[src/rtl/invq_pkg.sv]
`timescale 1ns/1ps
package invq_pkg;

   // barrier sequencing: idle -> draining -> completion pulse -> idle
   typedef enum logic [1:0] {
      BAR_IDLE  = 2'd0,
      BAR_DRAIN = 2'd1,
      BAR_DONE  = 2'd2
   } bar_state_e;

   function automatic int unsigned fill_width(input int unsigned depth);
      return $clog2(depth + 1);
   endfunction

endpackage

[src/rtl/invq_fifo.sv]
`timescale 1ns/1ps
module invq_fifo #(
   parameter int unsigned ADDR_W = 32,
   parameter int unsigned DEPTH  = 8,
   localparam int unsigned PTR_W = $clog2(DEPTH),
   localparam int unsigned CNT_W = invq_pkg::fill_width(DEPTH)
) (
   input  logic              clk,
   input  logic              rst_n,
   input  logic              push,
   input  logic [ADDR_W-1:0] push_addr,
   input  logic              pop,
   output logic [ADDR_W-1:0] head_addr,
   output logic              empty,
   output logic              full,
   output logic [CNT_W-1:0]  count
);

   localparam bit IS_POW2 = ((DEPTH & (DEPTH - 1)) == 0);

   logic [ADDR_W-1:0] slots [DEPTH];
   logic [PTR_W-1:0]  wr_ptr, rd_ptr;
   logic [PTR_W-1:0]  wr_nxt, rd_nxt;
   logic [CNT_W-1:0]  fill;
   logic              do_push, do_pop;

   // pointer advance: free wrap for power-of-two depth, explicit wrap otherwise
   generate
      if (IS_POW2) begin : g_pow2
         assign wr_nxt = wr_ptr + 1'b1;
         assign rd_nxt = rd_ptr + 1'b1;
      end else begin : g_wrap
         assign wr_nxt = (wr_ptr == PTR_W'(DEPTH - 1)) ? '0 : wr_ptr + 1'b1;
         assign rd_nxt = (rd_ptr == PTR_W'(DEPTH - 1)) ? '0 : rd_ptr + 1'b1;
      end
   endgenerate

   assign full    = (fill == CNT_W'(DEPTH));
   assign empty   = (fill == '0);
   assign do_push = push & ~full;
   assign do_pop  = pop & ~empty;

   always_ff @(posedge clk) begin
      if (!rst_n) begin
         wr_ptr <= '0;
         rd_ptr <= '0;
         fill   <= '0;
      end else begin
         if (do_push) wr_ptr <= wr_nxt;
         if (do_pop)  rd_ptr <= rd_nxt;
         case ({do_push, do_pop})
            2'b10:   fill <= fill + 1'b1;
            2'b01:   fill <= fill - 1'b1;
            default: fill <= fill;
         endcase
      end
   end

   // payload storage carries no reset; validity is tracked by fill
   always_ff @(posedge clk) begin
      if (do_push) slots[wr_ptr] <= push_addr;
   end

   assign head_addr = slots[rd_ptr];
   assign count     = fill;

endmodule

[src/rtl/invq_bar_ctl.sv]
`timescale 1ns/1ps
module invq_bar_ctl
   import invq_pkg::*;
(
   input  logic clk,
   input  logic rst_n,
   input  logic bar_req,
   input  logic q_empty,
   output logic busy,
   output logic done
);

   bar_state_e st, st_nxt;

   always_comb begin
      st_nxt = st;
      unique case (st)
         BAR_IDLE:  if (bar_req) st_nxt = BAR_DRAIN;
         BAR_DRAIN: if (q_empty) st_nxt = BAR_DONE;
         BAR_DONE:  st_nxt = BAR_IDLE;
         default:   st_nxt = BAR_IDLE;
      endcase
   end

   always_ff @(posedge clk) begin
      if (!rst_n) st <= BAR_IDLE;
      else        st <= st_nxt;
   end

   assign busy = (st != BAR_IDLE);
   assign done = (st == BAR_DONE);

endmodule

[src/rtl/lazy_inval_queue.sv]
`timescale 1ns/1ps
module lazy_inval_queue #(
   parameter int unsigned ADDR_W = 32,
   parameter int unsigned DEPTH  = 8
) (
   input  logic              clk,
   input  logic              rst_n,
   input  logic              inv_vld,
   input  logic [ADDR_W-1:0] inv_addr,
   output logic              inv_full,
   output logic              inv_ack,
   output logic              tag_vld,
   output logic [ADDR_W-1:0] tag_addr,
   input  logic              tag_rdy,
   input  logic              bar_req,
   output logic              bar_done
);

   localparam int unsigned CNT_W = invq_pkg::fill_width(DEPTH);

   // elaboration-time parameter legality
   generate
      if (DEPTH < 2) begin : g_bad_depth
         $error("lazy_inval_queue: DEPTH must be at least 2");
      end
      if (ADDR_W < 1) begin : g_bad_addr
         $error("lazy_inval_queue: ADDR_W must be at least 1");
      end
   endgenerate

   logic             q_empty, q_full;
   logic [CNT_W-1:0] q_count;
   logic             bar_busy;
   logic             accept;
   logic             pop;

   // intake is closed while full or while a barrier holds the set fixed
   assign inv_full = q_full | bar_busy;
   assign accept   = inv_vld & ~inv_full;
   assign tag_vld  = ~q_empty;
   assign pop      = tag_vld & tag_rdy;

   invq_fifo #(
      .ADDR_W (ADDR_W),
      .DEPTH  (DEPTH)
   ) fifo_i (
      .clk       (clk),
      .rst_n     (rst_n),
      .push      (accept),
      .push_addr (inv_addr),
      .pop       (pop),
      .head_addr (tag_addr),
      .empty     (q_empty),
      .full      (q_full),
      .count     (q_count)
   );

   invq_bar_ctl bar_i (
      .clk     (clk),
      .rst_n   (rst_n),
      .bar_req (bar_req),
      .q_empty (q_empty),
      .busy    (bar_busy),
      .done    (bar_done)
   );

   // acknowledge goes out on enqueue, not on tag update
   always_ff @(posedge clk) begin
      if (!rst_n) inv_ack <= 1'b0;
      else        inv_ack <= accept;
   end

endmodule

[config.mk]
export PLATFORM = sky130hd
export DESIGN_NAME = lazy_inval_queue
export DESIGN_NICKNAME = d
export VERILOG_FILES = /design/src/rtl/invq_pkg.sv /design/src/rtl/invq_fifo.sv /design/src/rtl/invq_bar_ctl.sv /design/src/rtl/lazy_inval_queue.sv
export SDC_FILE = /design/constraint.sdc
export NUM_CORES = 1
export LEC_CHECK = 0
export ABC_AREA = 1
export BUFFER_PORTS_ARGS = -buffer_cell sky130_fd_sc_hd__buf_2
export CAP_MARGIN = 20
export CORE_AREA = 3 3 164 166
export DETAILED_ROUTE_END_ITERATION = 8
export DIE_AREA = 0 0 167 169
export GPL_TIMING_DRIVEN = 0
export HOLD_SLACK_MARGIN = 0.03
export SLEW_MARGIN = 30
export SYNTH_ARGS = -nofsm -noshare
export SYNTH_HDL_FRONTEND = slang
export SYNTH_SLANG_ARGS = --single-unit
[constraint.sdc]
create_clock -name clk -period 9.7 [get_ports clk]
set_clock_uncertainty 0.15 [all_clocks]
set_input_delay 0.485 -clock clk [delete_from_list [all_inputs] [get_ports clk]]
set_output_delay 0.485 -clock clk [all_outputs]
set_load 0.005 [all_outputs]
==> metrics.yaml <==
place_hpwl_um: 16400
wl_per_cell_um: 18.2
fmax_mhz: 350
netlist_area_mm2: 0.0107
worst_path_max_delay_cell: "clkbuf_1"
p_switching_w: 0.000971
clock_latency_ns: 0.53
cts_tree: "done"
root_buffer: "clkbuf_16"
port_buffers: 72
cp_common_cell: "nand2_1"
critPathKind: "flip-flop to output port"
ios: 73
cts_resized: 0
ys_seq_elements: 272
holdPathStages: 3
cts_buffers: 28
cp_slowest_stage_delay_ns: 0.46
fin_ws_ns: 6.85
cts.htree.levels: 1
avgSynthCellArea_um2: 13.0
clockBufferDepth: 3
chipHeight_um: 169
swShare_pct: 30.5
hold_viol: 0
die_w_um: 167
synth_cells: 826
period_minus_slack_ns: 2.85
hold_buffers: 0
ant_nets: 0
register_area_mm2: 0.00801
yosysTopAreaCellShare_pct: 71.6
ys_warn_count: 0
period_share_pct: 29.4
grt_first_pass_wirelength_um: 37600
crit_required_ns: 9.07
finalMaxSlewViolations: 0
grt_max_degree: 14
drt-total-wl_um: 24000
ys_types: 24
layout-drive-gt1-share_pct: 18.0
worstSetupStartpointType: "flip-flop"
drt_pre_antenna_iters: 4
grt_antenna_before_repair: 2
cp_data_arrival_time_ns: 2.22
clk_pin_slew_ns: 0.06
ir_drop_v: 0.000139
core_mm2: 0.0258
clockPowerShare_pct: 29.9
post_cts_buffers: 0
clock_sinks: 272
internal-power_w: 0.00222
synth_mux_area_share_pct: 2.98
pwr-share-seq_pct: 43.9
post-route-drc-count: 0
viasPerCell: 5.08
fillers: 2234
overflow: 0
synthXorXnorAreaFrac_pct: 0.245
synth_nets: 868
grt_pass1_vias: 6782
yosys.area.top_type: "edfxtp_1"
synth-simple-area-share_pct: 9.71
syn_to_final_growth_pct: 17.9
outcome: "completed"
min_path_type: "primary input to flip-flop"
relSlewSlack_pct: 53.1
cap_violations: 0
synth_top_family_by_area: "simple AND/OR/NAND/NOR gates"
dpl_worst_slack_ns: 6.93
fin_util_pct: 49.2
multi_input_area_mm2: 0.00242
finalSetupViolCount: 0
place_congestion: 0.782
end_kind: "output port"
path_max_fanout: 10
combinationalPowerShare_pct: 26.2
std_cell_rows: 59
leakagePower_nw: 4.54
synthAdderAreaFrac_pct: 0.583
drtIter0Drc: 611
tightest_slew_ns: 0.704
insertedDiodeCount: 0
reg2reg_depth: 8
synth_compound_area_share_pct: 8.69
powerDensity_mw_per_mm2: 252
num_vias: 6693
fin_nets: 1007
path_cells: "buf_4, clkbuf_1, o21ai_0, o21ai_1, nand2_1, nand2_1, buf_2"
dieArea_mm2: 0.0282
rsz0062_at_grt: "false"
start_util_pct: 41.7
setup_tns_ns: 0
ys_seq_area_share_pct: 74.6
ys_top_cells_by_area: "edfxtp_1 72%, o21ai_0 5.2%, nor2_1 5.0%, nand2_1 3.9%, dfxtp_1 3.0%"
grt_usage_pct: 17.0
==> power by group through the flow <==
stage               logic (W)  clock network [W]  registers (W)
floorplan            0.000520                  0        0.00142
global placement     0.000809                  0        0.00143
detailed placement   0.000845                  0        0.00143
CTS                  0.000849           0.000968        0.00140
global route         0.000949            0.00102        0.00141
finish               0.000836           0.000951        0.00140
==> cells in the final DEF (no fill, tap or decap), types with 4 or more instances in the layout <==
cell       instances
inv_1             18
buf_4             40
ha_1               5
clkinv_1           8
mux2i_1           32
edfxtp_1         256
o21ai_0          112
o22ai_1           32
a21oi_1           10
nand2_1          113
clkbuf_2           5
nor3_2             8
nor2_1           142
dfxtp_1           16
clkbuf_1          22
clkbuf_16         29
o21ai_1           23
buf_2             81
buf_1              4
buf_6              7
nand3_1            9
==> Yosys cell counts (all sizes together) <==
cell    instances
nor2          142
clkbuf         20
ha              5
a21oi          10
buf            26
dfxtp          16
o22ai          32
o21bai          1
edfxtp        256
xnor2           2
o21ai         135
nand2         113
inv            18
xor2            1
mux2i          32
nand3           9
nor3            8
==> routing by layer <==
| layer | global-route usage (%) | wire, µm | up-vias |
|---|---|---|---|
| met1 | 23.6 | 10500 | 3204 |
| met5 | 0 | 16 | - |
| met3 | 3.39 | 1540 | 40 |
| met2 | 27.6 | 11300 | 191 |
| met4 | 4.63 | 558 | 4 |
| li1 | - | - | 3254 |
==> through the flow <==
stage	hold slack (ns)	power, W	area [µm²]	instances
global placement	0.304	0.00224	11500	1233
global route	0.0632	0.00337	12700	1318
floorplan	0.283	0.00194	10700	826
detailed placement	0.315	0.00227	11900	1270
finish	0.0666	0.00319	12700	1318
CTS	0.0550	0.00322	12700	1318
==> area by class of cell <==
class | count | area share, %
flip-flops and latches | 272 | 63.2
multi-input cells | 490 | 19.1
clock buffers | 36 | 5.94
repair buffers | 109 | 5.19
well taps | 335 | 3.31
plain buffers | 46 | 2.20
inverters | 18 | 0.534
clock inverters | 12 | 0.445
==> flip-flops by register name, indices dropped and copies added (netlist names), named ones only <==
signal	count
fifo_i.slots	256
fifo_i.count	4
fifo_i.rd_ptr	3
fifo_i.wr_ptr	3
bar_i.st	2
inv_ack	1
==> critical path: cells and delay by family (launching register included) <==
kind,cells,cell delay (ns)
flops,1,0.37
buf+inv,3,0.79
compound gates,2,0.34
simple gates,2,0.20
==> cell families (layout without fill, tap and decap cells) <==
group	Yosys count	after routing
simple gates	272	272
mux	32	32
xor+xnor	3	3
fa+ha+maj	5	5
compound gates	178	178
buf+inv	64	221
flops	272	272
==> path summary, 6_finish.rpt <==
check	end	slack (ns)	from
worst max register to register	fifo_i.slots[2][17]	6.94	fifo_i.count[0]
worst max-delay path	tag_addr[1]	6.85	flip-flop
worst min-delay path	bar_i.st[0]	0.07	bar_req
worst min register to register	flip-flop	0.32	fifo_i.rd_ptr[2]
(Power assumes the default switching activity.)
